`config.mk`:
```
export PLATFORM = sky130hd
export DESIGN_NAME = segmentable_counter
export DESIGN_NICKNAME = d
export VERILOG_FILES = /design/src/rtl/seg_cnt_pkg.sv /design/src/rtl/seg_cnt_carry.sv /design/src/rtl/seg_cnt_slice.sv /design/src/rtl/seg_cnt_term.sv /design/src/rtl/segmentable_counter.sv
export SDC_FILE = /design/constraint.sdc
export NUM_CORES = 1
export LEC_CHECK = 0
export CORE_MARGIN = 2
export CORE_UTILIZATION = 41
export DETAILED_ROUTE_END_ITERATION = 8
export PLACE_DENSITY = 0.84
export RECOVER_POWER = 25
export SKIP_LAST_GASP = 1
export SYNTH_ARGS = -nofsm -noshare
export SYNTH_HDL_FRONTEND = slang
export SYNTH_SLANG_ARGS = --single-unit
```
`constraint.sdc`:
```
create_clock -name clk -period 3.45 [get_ports clk]
set_input_delay 0.5175 -clock clk [delete_from_list [all_inputs] [get_ports clk]]
set_output_delay 0.5175 -clock clk [all_outputs]
set_load 0.05 [all_outputs]
```
`src/rtl/seg_cnt_pkg.sv`:
```
package seg_cnt_pkg;

  // Width of one independently countable segment.
  parameter int unsigned SEG_W = 4;

  // Operating modes of the carry network.
  typedef enum logic {
    MODE_WIDE  = 1'b0,   // full-length carry chain
    MODE_SPLIT = 1'b1    // carry cut at each segment boundary
  } cnt_mode_e;

  // Decode the split pin into a mode value.
  function automatic cnt_mode_e mode_of(input logic split_pin);
    return split_pin ? MODE_SPLIT : MODE_WIDE;
  endfunction

endpackage

```
`src/rtl/seg_cnt_carry.sv`:
```
module seg_cnt_carry #(
  parameter int unsigned NUM_SEG = 4
) (
  input  logic                 en,
  input  seg_cnt_pkg::cnt_mode_e mode,
  input  logic [NUM_SEG-1:0]   seg_full,
  output logic [NUM_SEG-1:0]   seg_inc
);
  import seg_cnt_pkg::*;

  // Segment 0 always steps on the enable. Higher segments step on the
  // carry-out of the segment below in wide mode, or on the enable alone
  // in split mode.
  assign seg_inc[0] = en;

  for (genvar i = 1; i < NUM_SEG; i++) begin : g_gate
    logic chain_carry;
    assign chain_carry = seg_inc[i-1] & seg_full[i-1];
    assign seg_inc[i]  = (mode == MODE_SPLIT) ? en : chain_carry;
  end

endmodule

```
`src/rtl/seg_cnt_slice.sv`:
```
module seg_cnt_slice #(
  parameter int unsigned W = 4
) (
  input  logic         clk,
  input  logic         srst,
  input  logic         ld,
  input  logic [W-1:0] ld_seg,
  input  logic         inc,
  output logic [W-1:0] q,
  output logic         full
);
  localparam logic [W-1:0] STEP = W'(1);

  always_ff @(posedge clk) begin
    if (srst)      q <= '0;
    else if (ld)   q <= ld_seg;
    else if (inc)  q <= q + STEP;
  end

  assign full = &q;

  // A stepped segment advances by exactly one, wrapping inside its width.
  AST_SLICE_STEP: assert property (@(posedge clk) disable iff (srst)
    (!ld && inc) |=> (q == $past(q) + STEP));

  // A segment with no step and no load keeps its value.
  AST_SLICE_HOLD: assert property (@(posedge clk) disable iff (srst)
    (!ld && !inc) |=> $stable(q));

endmodule

```
`src/rtl/seg_cnt_term.sv`:
```
module seg_cnt_term #(
  parameter int unsigned NUM_SEG = 4
) (
  input  logic [NUM_SEG-1:0] seg_full,
  output logic               tc
);
  // All segments at their maximum means the full word is all ones.
  assign tc = &seg_full;
endmodule

```
`src/rtl/segmentable_counter.sv`:
```
module segmentable_counter #(
  parameter int unsigned SEG_W   = seg_cnt_pkg::SEG_W,
  parameter int unsigned NUM_SEG = 4
) (
  input  logic                     clk,
  input  logic                     srst,
  input  logic                     cnt_en,
  input  logic                     ld,
  input  logic [SEG_W*NUM_SEG-1:0] ld_val,
  input  logic                     split,
  output logic [SEG_W*NUM_SEG-1:0] count,
  output logic                     tc
);
  import seg_cnt_pkg::*;

  localparam int unsigned CNT_W = SEG_W * NUM_SEG;
  localparam logic [CNT_W-1:0] ONE_W = CNT_W'(1);
  localparam logic [CNT_W-1:0] ALL_ONES = '1;

  cnt_mode_e          mode;
  logic [NUM_SEG-1:0] seg_full;
  logic [NUM_SEG-1:0] seg_inc;

  assign mode = mode_of(split);

  seg_cnt_carry #(.NUM_SEG(NUM_SEG)) u_carry (
    .en       (cnt_en),
    .mode     (mode),
    .seg_full (seg_full),
    .seg_inc  (seg_inc)
  );

  for (genvar s = 0; s < NUM_SEG; s++) begin : g_seg
    seg_cnt_slice #(.W(SEG_W)) u_slice (
      .clk    (clk),
      .srst   (srst),
      .ld     (ld),
      .ld_seg (ld_val[s*SEG_W +: SEG_W]),
      .inc    (seg_inc[s]),
      .q      (count[s*SEG_W +: SEG_W]),
      .full   (seg_full[s])
    );

    // In split mode each segment steps on the enable alone.
    AST_SPLIT_SEG_STEP: assert property (@(posedge clk) disable iff (srst)
      (split && cnt_en && !ld) |=>
        (count[s*SEG_W +: SEG_W] ==
         $past(count[s*SEG_W +: SEG_W]) + SEG_W'(1)));
  end

  seg_cnt_term #(.NUM_SEG(NUM_SEG)) u_term (
    .seg_full (seg_full),
    .tc       (tc)
  );

  // ---------------- port-level properties ----------------
  AST_RESET_CLEARS: assert property (@(posedge clk)
    srst |=> (count == '0));

  AST_LOAD_TAKES: assert property (@(posedge clk) disable iff (srst)
    ld |=> (count == $past(ld_val)));

  AST_IDLE_HOLDS: assert property (@(posedge clk) disable iff (srst)
    (!ld && !cnt_en) |=> $stable(count));

  AST_WIDE_STEP: assert property (@(posedge clk) disable iff (srst)
    (!split && cnt_en && !ld) |=> (count == $past(count) + ONE_W));

  AST_TC_MATCH: assert property (@(posedge clk) disable iff (srst)
    tc == (count == ALL_ONES));

endmodule

```
# Word level (Yosys, flattened, before mapping)
# Index checks and enable logic that the tools add are counted.
[totals]
elab_cells = 31
in_bits = 21
regBits = 16
out_inout_bits = 17
[op_classes]
add_sub_neg = 4
n_bitwise = 3
mux = 12
reduce_logical = 8
[ops]
columns = ["op", "n"]
rows = [
  ["4-bit two-way mux", 8],
  ["4-bit by 1-bit adder with 4-bit output (second input constant)", 4],
  ["16-bit AND reduction", 1],
  ["4-bit AND reduction", 3],
  ["2-bit nonzero test", 4],
  ["1-bit two-way mux", 4],
  ["1-bit AND", 3],
]

# Longest topological paths before layout
# Gate-level depths: netlist of the first run.
[logic_depth]
depth_word = 9
mapped_depth = 5

# By module
# Synthesis of the first run repeated with hierarchy kept, for this count alone.
[hier_totals]
cells_unflattened = 99
area_unflattened_um2 = 893.4
[modules_own_cells]
columns = ["mod", "n_inst", "cells_each", "area_per_inst_um2"]
rows = [
  ["seg_cnt_slice", 4, 23, 211.5],
  ["seg_cnt_carry", 1, 6, 38.8],
  ["seg_cnt_term", 1, 1, 8.8],
]

# Worst setup path after synthesis of the first run
# No wires, ideal clock.
[synth_path]
kind = "register -> output"
startpoint = "reg g_seg[0].u_slice.q[0]"
endpoint = "out tc"
path_buffers = 0
t_arrival_ps = 2662
required_time_ps = 2932
slack_ps = 271
stages_incl_launch_ff = 4
path_cell_list = "dfxtp_1 > ha_1 > nand3_2 > nor4_1"
[synth_via]
elab_chain_cells = 1
[synth_lines]
columns = ["element", "line", "source"]
rows = [
  ["start: declaration", "seg_cnt_slice.sv:9", "output logic [W-1:0] q,"],
  ["start signal: assignment", "seg_cnt_slice.sv:16", "else if (ld) q <= ld_seg;"],
  ["start signal: assignment", "seg_cnt_slice.sv:17", "else if (inc) q <= q + STEP;"],
  ["16-bit AND reduction", "seg_cnt_term.sv:8", "assign tc = &seg_full;"],
  ["end: declaration", "segmentable_counter.sv:12", "output logic tc"],
]
# No other way between the ends.

# Worst setup path in the final report of the first run
# Ends and elaborated chain as after synthesis.

==> impl_metrics.yaml, run 1 <==
run_status:
  status: "complete, no violations"
placement:
  io_buffers: 37
  place_area_um2: 1300
  place_congestion: 0.779
  post-dp-hpwl_um: 1700
setup_path:
  arrival_ps: 2300
  rr_worst_depth: 5
  r2r_start: "g_seg[0].u_slice.q[0]$_SDFFE_PP0P_"
  end_kind: "primary output"
  worstPathRequired_ps: 2930
  path_class: "reg2out"
  worst-path-max-fanout: 4
  start_kind: "flip-flop"
  startpoint: "g_seg[0].u_slice.q[0]$_SDFFE_PP0P_"
timing:
  whs_ps: 528
  finalCriticalPeriod_ps: 2820
  slew_violations: 0
  fin_skew_ps: 10.1
  hold_viol_final: 0
  max_slew_margin_pct: 53.9
  rsz0062_at_grt: "no"
  worstMarginPinSlew_ps: 690
  tns_ps: 0
  period_share_pct: 81.8
  setup_viol: 0
  clock.fmax_mhz: 355
clocking:
  clk_latency_ps: 280
  cts_hold_buf: 0
  cts_resized: 0
  clk_pin_slew_ps: 100
  clockBufferDepth: 2
  cts_tree: "built"
  cts_root_buf: "clkbuf_4"
  cts.sinks: 16
  cts_buffers: 3
  post_cts_buffers: 0
  cts.htree.levels: 1
grt:
  antenna_found_initial: 0
  grt_max_degree: 24
  grtUsageTotal_pct: 18.1
  grt_overflow: 0
  grt_use_met1_pct: 23.0
  grt_pass1_wl_um: 3680
  grt_pass1_vias: 867
  grt_use_met3_pct: 4.39
  busiest_layer: "met2"
  use_met2_pct: 29.4
route:
  drc: 0
  first_iter_violations: 9
  viasPerCell: 5.72
  dr_total_vias: 955
  dr.pass1.iters: 4
  final_antenna_net_count: 0
  avgRoutedWirePerCell_um: 13.4
  wl_um: 2230
min_path:
  hold_start: "g_seg[1].u_slice.q[1]$_SDFFE_PP0P_"
  hold_path.class: "reg2reg"
  whs_path_depth: 2
yosys:
  syn_area_per_cell_um2: 8.81
  ys_async_sr_fraction_pct: 0
  synth_flop_cell: "dfxtp_1"
  yosysWarnings: 0
  synth_cell_types: 30
  ys_seq_elements: 16
  syn_nets: 129
  syn_inst: 104
  syn_area_um2: 916
  synth_edf_count: 0
  seq_area_frac_synth_pct: 35.0
power:
  fin_total_pwr_mw: 0.465
  leakage_nw: 0.531
  powerDensity_nw_per_um2: 351
  max-vdd-ir-drop_v: 0.000231
cells_and_area:
  fin_nets: 166
  layout_commonest_cell: "clkdlybuf4s50_1"
  final_area_um2: 1330
  n_antenna_cell: 0
  final_cell_mix: "clkdlybuf4s50_1 (30), dfxtp_1 (16), nor2_1 (15)"
  regMostFlops: "g_seg.u_slice.q"
  largestRegisters: "g_seg.u_slice.q (16)"
  drive_above_1_share_pct: 5.76
  synthToLayoutAreaGrowth_pct: 44.7
  largest_register_ffs: 16
floorplan:
  row_count: 17
  die_height_um: 51.3
  die-area_um2: 2630
  start_util_pct: 42.2
  coreArea_um2: 2170
  ios: 38
  fp.dieW_um: 51.3
flow_run:
  cap_violations: 0
==> per-layer routing <==
metal | vias to the layer above | routed length, µm
met5 | - | 0
met4 | 0 | 25
met2 | 40 | 1060
met1 | 452 | 1000
met3 | 4 | 143
li1 | 459 | -
==> worst paths after layout <==
path,slack [ps],endpoint
max,630,tc
min,530,g_seg[1].u_slice.q[1]$_SDFFE_PP0P_
max reg2reg,1550,g_seg[2].u_slice.q[3]$_SDFFE_PP0P_
min reg2reg,530,g_seg[1].u_slice.q[1]$_SDFFE_PP0P_
==> where the power goes <==
| group | total (mW) | switching [mW] | internal (mW) |
|---|---|---|---|
| combinational | 0.152 | 0.0893 | 0.0630 |
| clock | 0.0976 | 0.0570 | 0.0405 |
| sequential | 0.215 | 0.0163 | 0.199 |
==> cell type report <==
type / count / area (µm²)
clock buffer: 3 / 22.5
fill: 205 / 845
inverter: 6 / 22.5
multi-input combinational: 77 / 554
sequential: 16 / 320
tap: 28 / 35.0
timing repair buffer: 37 / 370
==> cell families (layout without fill, tap and decap cells) <==
group | Yosys count | in the layout | share of synthesized area (%)
buffers and inverters | 11 | 46 | 4.51
adder cells (fa/ha/maj) | 4 | 4 | 5.46
flip-flops | 16 | 16 | 35.0
AND/OR/NAND/NOR | 39 | 39 | 21.4
AO/OA/AOI/OAI | 24 | 24 | 23.6
XOR/XNOR | 7 | 7 | 6.69
multiplexers | 3 | 3 | 3.28
==> through the flow <==
step                      instances  setup slack [ps]  utilization, %
after floorplan                 104               271               -
after global placement          164               904            60.0
after detailed placement        164               844            60.0
after CTS                       167               611            61.1
after global routing            167               492            61.1
final                           167               629            61.1
==> cell usage after synthesis (all sizes together) (2+ instances only) <==
cell	n	area share, %
dfxtp	16	35
nor2	15	6.1
a211oi	8	6.6
nand3	8	4.9
inv	6	2.5
nand2	6	2.5
xor2	5	4.8
clkbuf	4	1.6
ha	4	5.5
a2111oi	3	4.2
a21oi	3	1.6
a311oi	3	2.9
mux2i	3	3.3
and3	2	1.4
and4	2	1.9
o31ai	2	1.6
or4	2	1.6
xnor2	2	1.9
==> worst max-delay path, stage by stage, from the launching register on <==
cell and delay (ps):
dfxtp_1 410, ha_1 240, nand3_2 130, nor4_1 360, clkdlybuf4s50_1 870
Power figures use the tool's default switching activity.
==> run 2, diff against run 1 <==
clock period = 2.64 ns   (was 3.45 ns; I/O delays follow)
==> run 2 against run 1 <==
Clock power increased by 30%. Sequential cell count did not move. Clock skew down 9.5 ps. Cell area up 1.5%. Sequential power increased by 30%. Utilization grew 0.92 points. Worst setup slack worse by 190 ps. Sequential share of layout area shrank 0.36 points. Register-to-register slack lost 840 ps. First-iteration DRC count unchanged. Worst hold slack worse by 1.0 ps. Power up 31%.
==> impl_metrics.yaml, run 2 (synthesized netlist as in run 1, its figures left out) <==
cells_and_area:
  largestRegisters: "g_seg.u_slice.q (16)"
  synthToLayoutAreaGrowth_pct: 46.9
  fin_nets: 168
  largest_register_ffs: 16
  n_antenna_cell: 0
  regMostFlops: "g_seg.u_slice.q"
  stdcell_count: 169
  drive_above_1_share_pct: 7.09
  layout_commonest_cell: "clkdlybuf4s50_1"
  final_cell_mix: "clkdlybuf4s50_1 (35), dfxtp_1 (16), nor2_1 (15)"
floorplan:
  start_util_pct: 42.2
  die-area_um2: 2630
  row_count: 17
  fp.dieW_um: 51.3
  ios: 38
  die_height_um: 51.3
  coreArea_um2: 2170
power:
  max-vdd-ir-drop_v: 0.000437
  comb_power_share_pct: 33.4
  switchingPower_mw: 0.212
  seqPwrFrac_pct: 45.8
  p_int_mw: 0.399
  powerDensity_nw_per_um2: 455
  pwr-share-clk_pct: 20.8
  leakage_nw: 0.546
  p_sw_share_pct: 34.7
placement:
  dp_cells: 166
  io_buffers: 37
  place_congestion: 0.744
  post-dp-hpwl_um: 1720
  pre_cts_slack_ps: 366
route:
  wl_met2_um: 1100
  dr.pass1.iters: 4
  met1_length_um: 1000
  drc: 0
  final_antenna_net_count: 0
  dr_wl_met3_um: 134
  dr_total_vias: 915
  avgRoutedWirePerCell_um: 13.4
  top_layer_used: "met4"
  first_iter_violations: 9
  wl_um: 2270
  viasPerCell: 5.41
timing:
  period_share_pct: 83.3
  slew_violations: 0
  clock.fmax_mhz: 455
  setup_viol: 0
  fin_skew_ps: 0.575
  worstMarginPinSlew_ps: 669
  tns_ps: 0
  fin_ws_ps: 442
  rsz0062_at_grt: "no"
  max_slew_margin_pct: 55.4
  finalCriticalPeriod_ps: 2200
  hold_viol_final: 0
setup_path:
  rr_worst_depth: 5
  end_kind: "primary output"
  crit_chain: "ha_1 -> nand3_2 -> nor4_2 -> dlymetal6s2s_1"
  arrival_ps: 1800
  worstPathRequired_ps: 2240
  worstReg2RegEnd: "g_seg[2].u_slice.q[3]$_SDFFE_PP0P_"
  slowest_stage: "dlymetal6s2s_1"
  path_buf_inv: 1
  r2r_start: "g_seg[0].u_slice.q[0]$_SDFFE_PP0P_"
  rrSetupSlack_ps: 710
  start_kind: "flip-flop"
  path_delay_family: "buffers and inverters"
  path_class: "reg2out"
  slowest_delay_ps: 460
  worst-path-max-fanout: 4
min_path:
  hold_start: "g_seg[1].u_slice.q[1]$_SDFFE_PP0P_"
  holdPathEnd: "g_seg[1].u_slice.q[1]$_SDFFE_PP0P_"
  whs_path_depth: 2
  hold_path.class: "reg2reg"
clocking:
  cts_buffers: 3
  cts.sinks: 16
  cts.htree.levels: 1
  clk_pin_slew_ps: 90
  clockBufferDepth: 2
  cts_hold_buf: 0
  clk_latency_ps: 280
  cts_tree: "built"
  post_cts_buffers: 0
  cts_root_buf: "clkbuf_4"
grt:
  grt_pass1_vias: 936
  grt_overflow: 0
  grt_max_degree: 24
  grtUsageTotal_pct: 19.6
  antenna_found_initial: 0
  grt_pass1_wl_um: 3950
flow_run:
  cap_violations: 0
run_status:
  status: "complete, no violations"
[run 2: power by group through the flow]
stage	registers (mW)	logic [mW]	clock network [mW]
3_3_place_gp	0.284	0.201	0
6_report	0.280	0.204	0.127
3_5_place_dp	0.286	0.206	0
5_1_grt	0.283	0.219	0.147
4_1_cts	0.280	0.207	0.130
2_1_floorplan	0.346	0.0605	0
[run 2: worst register-to-register path, stage by stage (launching register included)]
cell and delay (ps):
dfxtp_1 390, ha_1 230, nand3_2 150, o21ba_1 300, or4_1 480, a311oi_1 280
[run 2: timing repair]
item / 4_1_cts / 5_1_grt
hold endpoints to repair: 0 / 0
endpoints found under the setup margin: 0 / 1
resized for setup: 0 / 1
[run 2: layout make-up]
class | instances | area, µm²
multi-input cells | 77 | 561
fillers | 197 | 825
inverters | 6 | 22.5
clock buffers | 3 | 22.5
repair buffers | 39 | 384
flip-flops and latches | 16 | 320
well taps | 28 | 35.0
[run 2: how the worst max path moves through the flow]
| stage | cells past startpoint | startpoint | end |
|---|---|---|---|
| floorplan | 3 | g_seg[0].u_slice.q[0]$_SDFFE_PP0P_ | tc |
| global placement | 4 | g_seg[0].u_slice.q[0]$_SDFFE_PP0P_ | tc |
| detailed placement | 4 | g_seg[0].u_slice.q[0]$_SDFFE_PP0P_ | tc |
| CTS | 4 | g_seg[0].u_slice.q[0]$_SDFFE_PP0P_ | tc |
| global route | 4 | g_seg[0].u_slice.q[0]$_SDFFE_PP0P_ | tc |
| finish | 4 | g_seg[0].u_slice.q[0]$_SDFFE_PP0P_ | tc |
[run 2: metrics by stage]
step                cell area, µm²  hold WS, ps  utilization, %  power, mW
floorplan                      922          465               -      0.407
global placement              1320          501            61.0      0.486
detailed placement            1320          509            61.0      0.492
CTS                           1350          525            62.1      0.616
global route                  1350          574            62.0      0.649
finish                        1350          527            62.0      0.611
[run 2: routing by layer]
metal | global-route usage (%) | vias up
met3 | 4.39 | 4
met4 | 9.21 | 0
met5 | 0 | -
li1 | - | 461
met1 | 23.2 | 420
met2 | 33.5 | 30
==> run 3, diff against run 2 <==
clock period = 2.1 ns   (was 2.64 ns; I/O delays follow)
==> run 3 against run 2 <==
Clock-buffer cell count grew 1. Die area did not move. Non-clock buffer count grew 2. Critical path depth is 1 higher. Wire length is 6.2% higher. Global-route usage rose by 0.15 points. Cell count up 1.8%. Power increased by 35%. Sequential cell count did not move. Worst hold slack about the same. Critical endpoint is now g_seg[2].u_slice.q[3]$_SDFFE_PP0P_. Highest routed layer unchanged.
==> impl_metrics.yaml, run 3 (synthesized netlist as in run 1, its figures left out) <==
clocking:
  clockBufferDepth: 2
  cts_tree: "built"
  cts_resized: 0
  cts.sinks: 16
  cts.htree.levels: 1
  cts_root_buf: "clkbuf_4"
  clk_latency_ps: 300
  post_cts_buffers: 0
  cts_buffers: 3
  cts_hold_buf: 0
  clk_pin_slew_ps: 100
min_path:
  hold_path.class: "reg2reg"
setup_path:
  crit_chain: "ha_1 -> nand3_1 -> o21ba_1 -> or4_1 -> a311oi_1"
  slowest_delay_ps: 510
  path_class: "reg2reg"
  end_kind: "flip-flop"
  path_buf_inv: 0
  start_kind: "flip-flop"
  slowest_stage: "or4_1"
  path_delay_family: "simple AND/OR/NAND/NOR gates"
  worst-path-max-fanout: 7
  arrival_ps: 2170
  worstPathRequired_ps: 2310
power:
  fin_total_pwr_mw: 0.828
  pwr-share-clk_pct: 25.9
  max-vdd-ir-drop_v: 0.000404
  p_int_mw: 0.544
  leakage_nw: 0.563
  comb_power_share_pct: 31.3
  p_sw_share_pct: 34.3
  seqPwrFrac_pct: 42.9
  powerDensity_nw_per_um2: 595
  switchingPower_mw: 0.284
timing:
  finalCriticalPeriod_ps: 1970
  setup_viol: 0
  tns_ps: 0
  rsz0062_at_grt: "no"
  period_share_pct: 93.6
  fin_skew_ps: 1.70
  worstMarginPinSlew_ps: 695
  slew_violations: 0
  clock.fmax_mhz: 509
  hold_viol_final: 0
  max_slew_margin_pct: 53.6
cells_and_area:
  fin_nets: 170
  largestRegisters: "g_seg.u_slice.q (16)"
  n_antenna_cell: 0
  synthToLayoutAreaGrowth_pct: 51.9
  final_cell_mix: "clkdlybuf4s50_1 (35), nor2_1 (15), dfxtp_1 (12)"
  regMostFlops: "g_seg.u_slice.q"
  largest_register_ffs: 16
  utilization_pct: 64.1
  layout_commonest_cell: "clkdlybuf4s50_1"
  drive_above_1_share_pct: 11.8
  final_area_um2: 1390
  nFillCells: 206
route:
  wl_um: 2410
  drc: 0
  dr.pass1.iters: 4
  avgRoutedWirePerCell_um: 14.0
  dr_total_vias: 947
  viasPerCell: 5.51
  final_antenna_net_count: 0
  first_iter_violations: 17
run_status:
  status: "complete, no violations"
grt:
  antenna_found_initial: 0
  grt_pass1_vias: 915
  grt_max_degree: 17
  busiest_layer: "met2"
  grt_use_met3_pct: 5.56
  grtUsageTotal_pct: 19.8
  grt_pass1_wl_um: 3900
  use_met2_pct: 35.9
  grt_use_met1_pct: 21.3
  grt_overflow: 0
placement:
  io_buffers: 37
  place_area_um2: 1360
  place_congestion: 0.737
  post-dp-hpwl_um: 1770
floorplan:
  coreArea_um2: 2170
  start_util_pct: 42.2
  fp.dieW_um: 51.3
  die-area_um2: 2630
  die_height_um: 51.3
  ios: 38
  row_count: 17
flow_run:
  cap_violations: 0
[run 3: tightest hold or removal path, cell delays in order, from the launching register on]
cell and delay (ps):
dfxtp_2 350, nand2_1 60, a311oi_1 90
[run 3: power by group through the flow]
| stage | logic, mW | clock network (mW) | registers, mW |
|---|---|---|---|
| after CTS | 0.262 | 0.215 | 0.355 |
| after global placement | 0.254 | 0 | 0.360 |
| after global routing | 0.276 | 0.232 | 0.359 |
| final | 0.259 | 0.214 | 0.355 |
| after floorplan | 0.0761 | 0 | 0.437 |
| after detailed placement | 0.260 | 0 | 0.361 |
[run 3: path summary, 6_finish.rpt]
| check | from | end | cells past startpoint | slack [ps] |
|---|---|---|---|---|
| max reg2reg | g_seg[1].u_slice.q[0]$_SDFFE_PP0P_ | g_seg[2].u_slice.q[3]$_SDFFE_PP0P_ | 5 | 130 |
| min reg2reg | g_seg[1].u_slice.q[1]$_SDFFE_PP0P_ | g_seg[1].u_slice.q[1]$_SDFFE_PP0P_ | 2 | 530 |
| min | g_seg[1].u_slice.q[1]$_SDFFE_PP0P_ | g_seg[1].u_slice.q[1]$_SDFFE_PP0P_ | 2 | 530 |
| max | g_seg[1].u_slice.q[0]$_SDFFE_PP0P_ | g_seg[2].u_slice.q[3]$_SDFFE_PP0P_ | 5 | 130 |
[run 3: per-stage QoR]
step | hold slack (ps) | instances | worst slack (ps)
final | 527 | 172 | 135
after global routing | 549 | 172 | 47.4
after CTS | 528 | 172 | 116
after detailed placement | 506 | 168 | 138
after global placement | 484 | 168 | 181
after floorplan | 384 | 104 | 41.3
[run 3: metal layers]
layer  vias to the layer above  routed length (µm)
met2                        39                1190
met5                         -                   0
met1                       434                 966
met4                         0                  48
li1                        469                   -
met3                         5                 211
[run 3: area by class of cell]
type	count	area, µm²	area share [%]
flip-flops and latches	16	325	23.4
repair buffers	41	403	29.0
multi-input cells	77	569	40.9
well taps	28	35.0	2.52
clock buffers	4	36.3	2.61
inverters	6	22.5	1.62
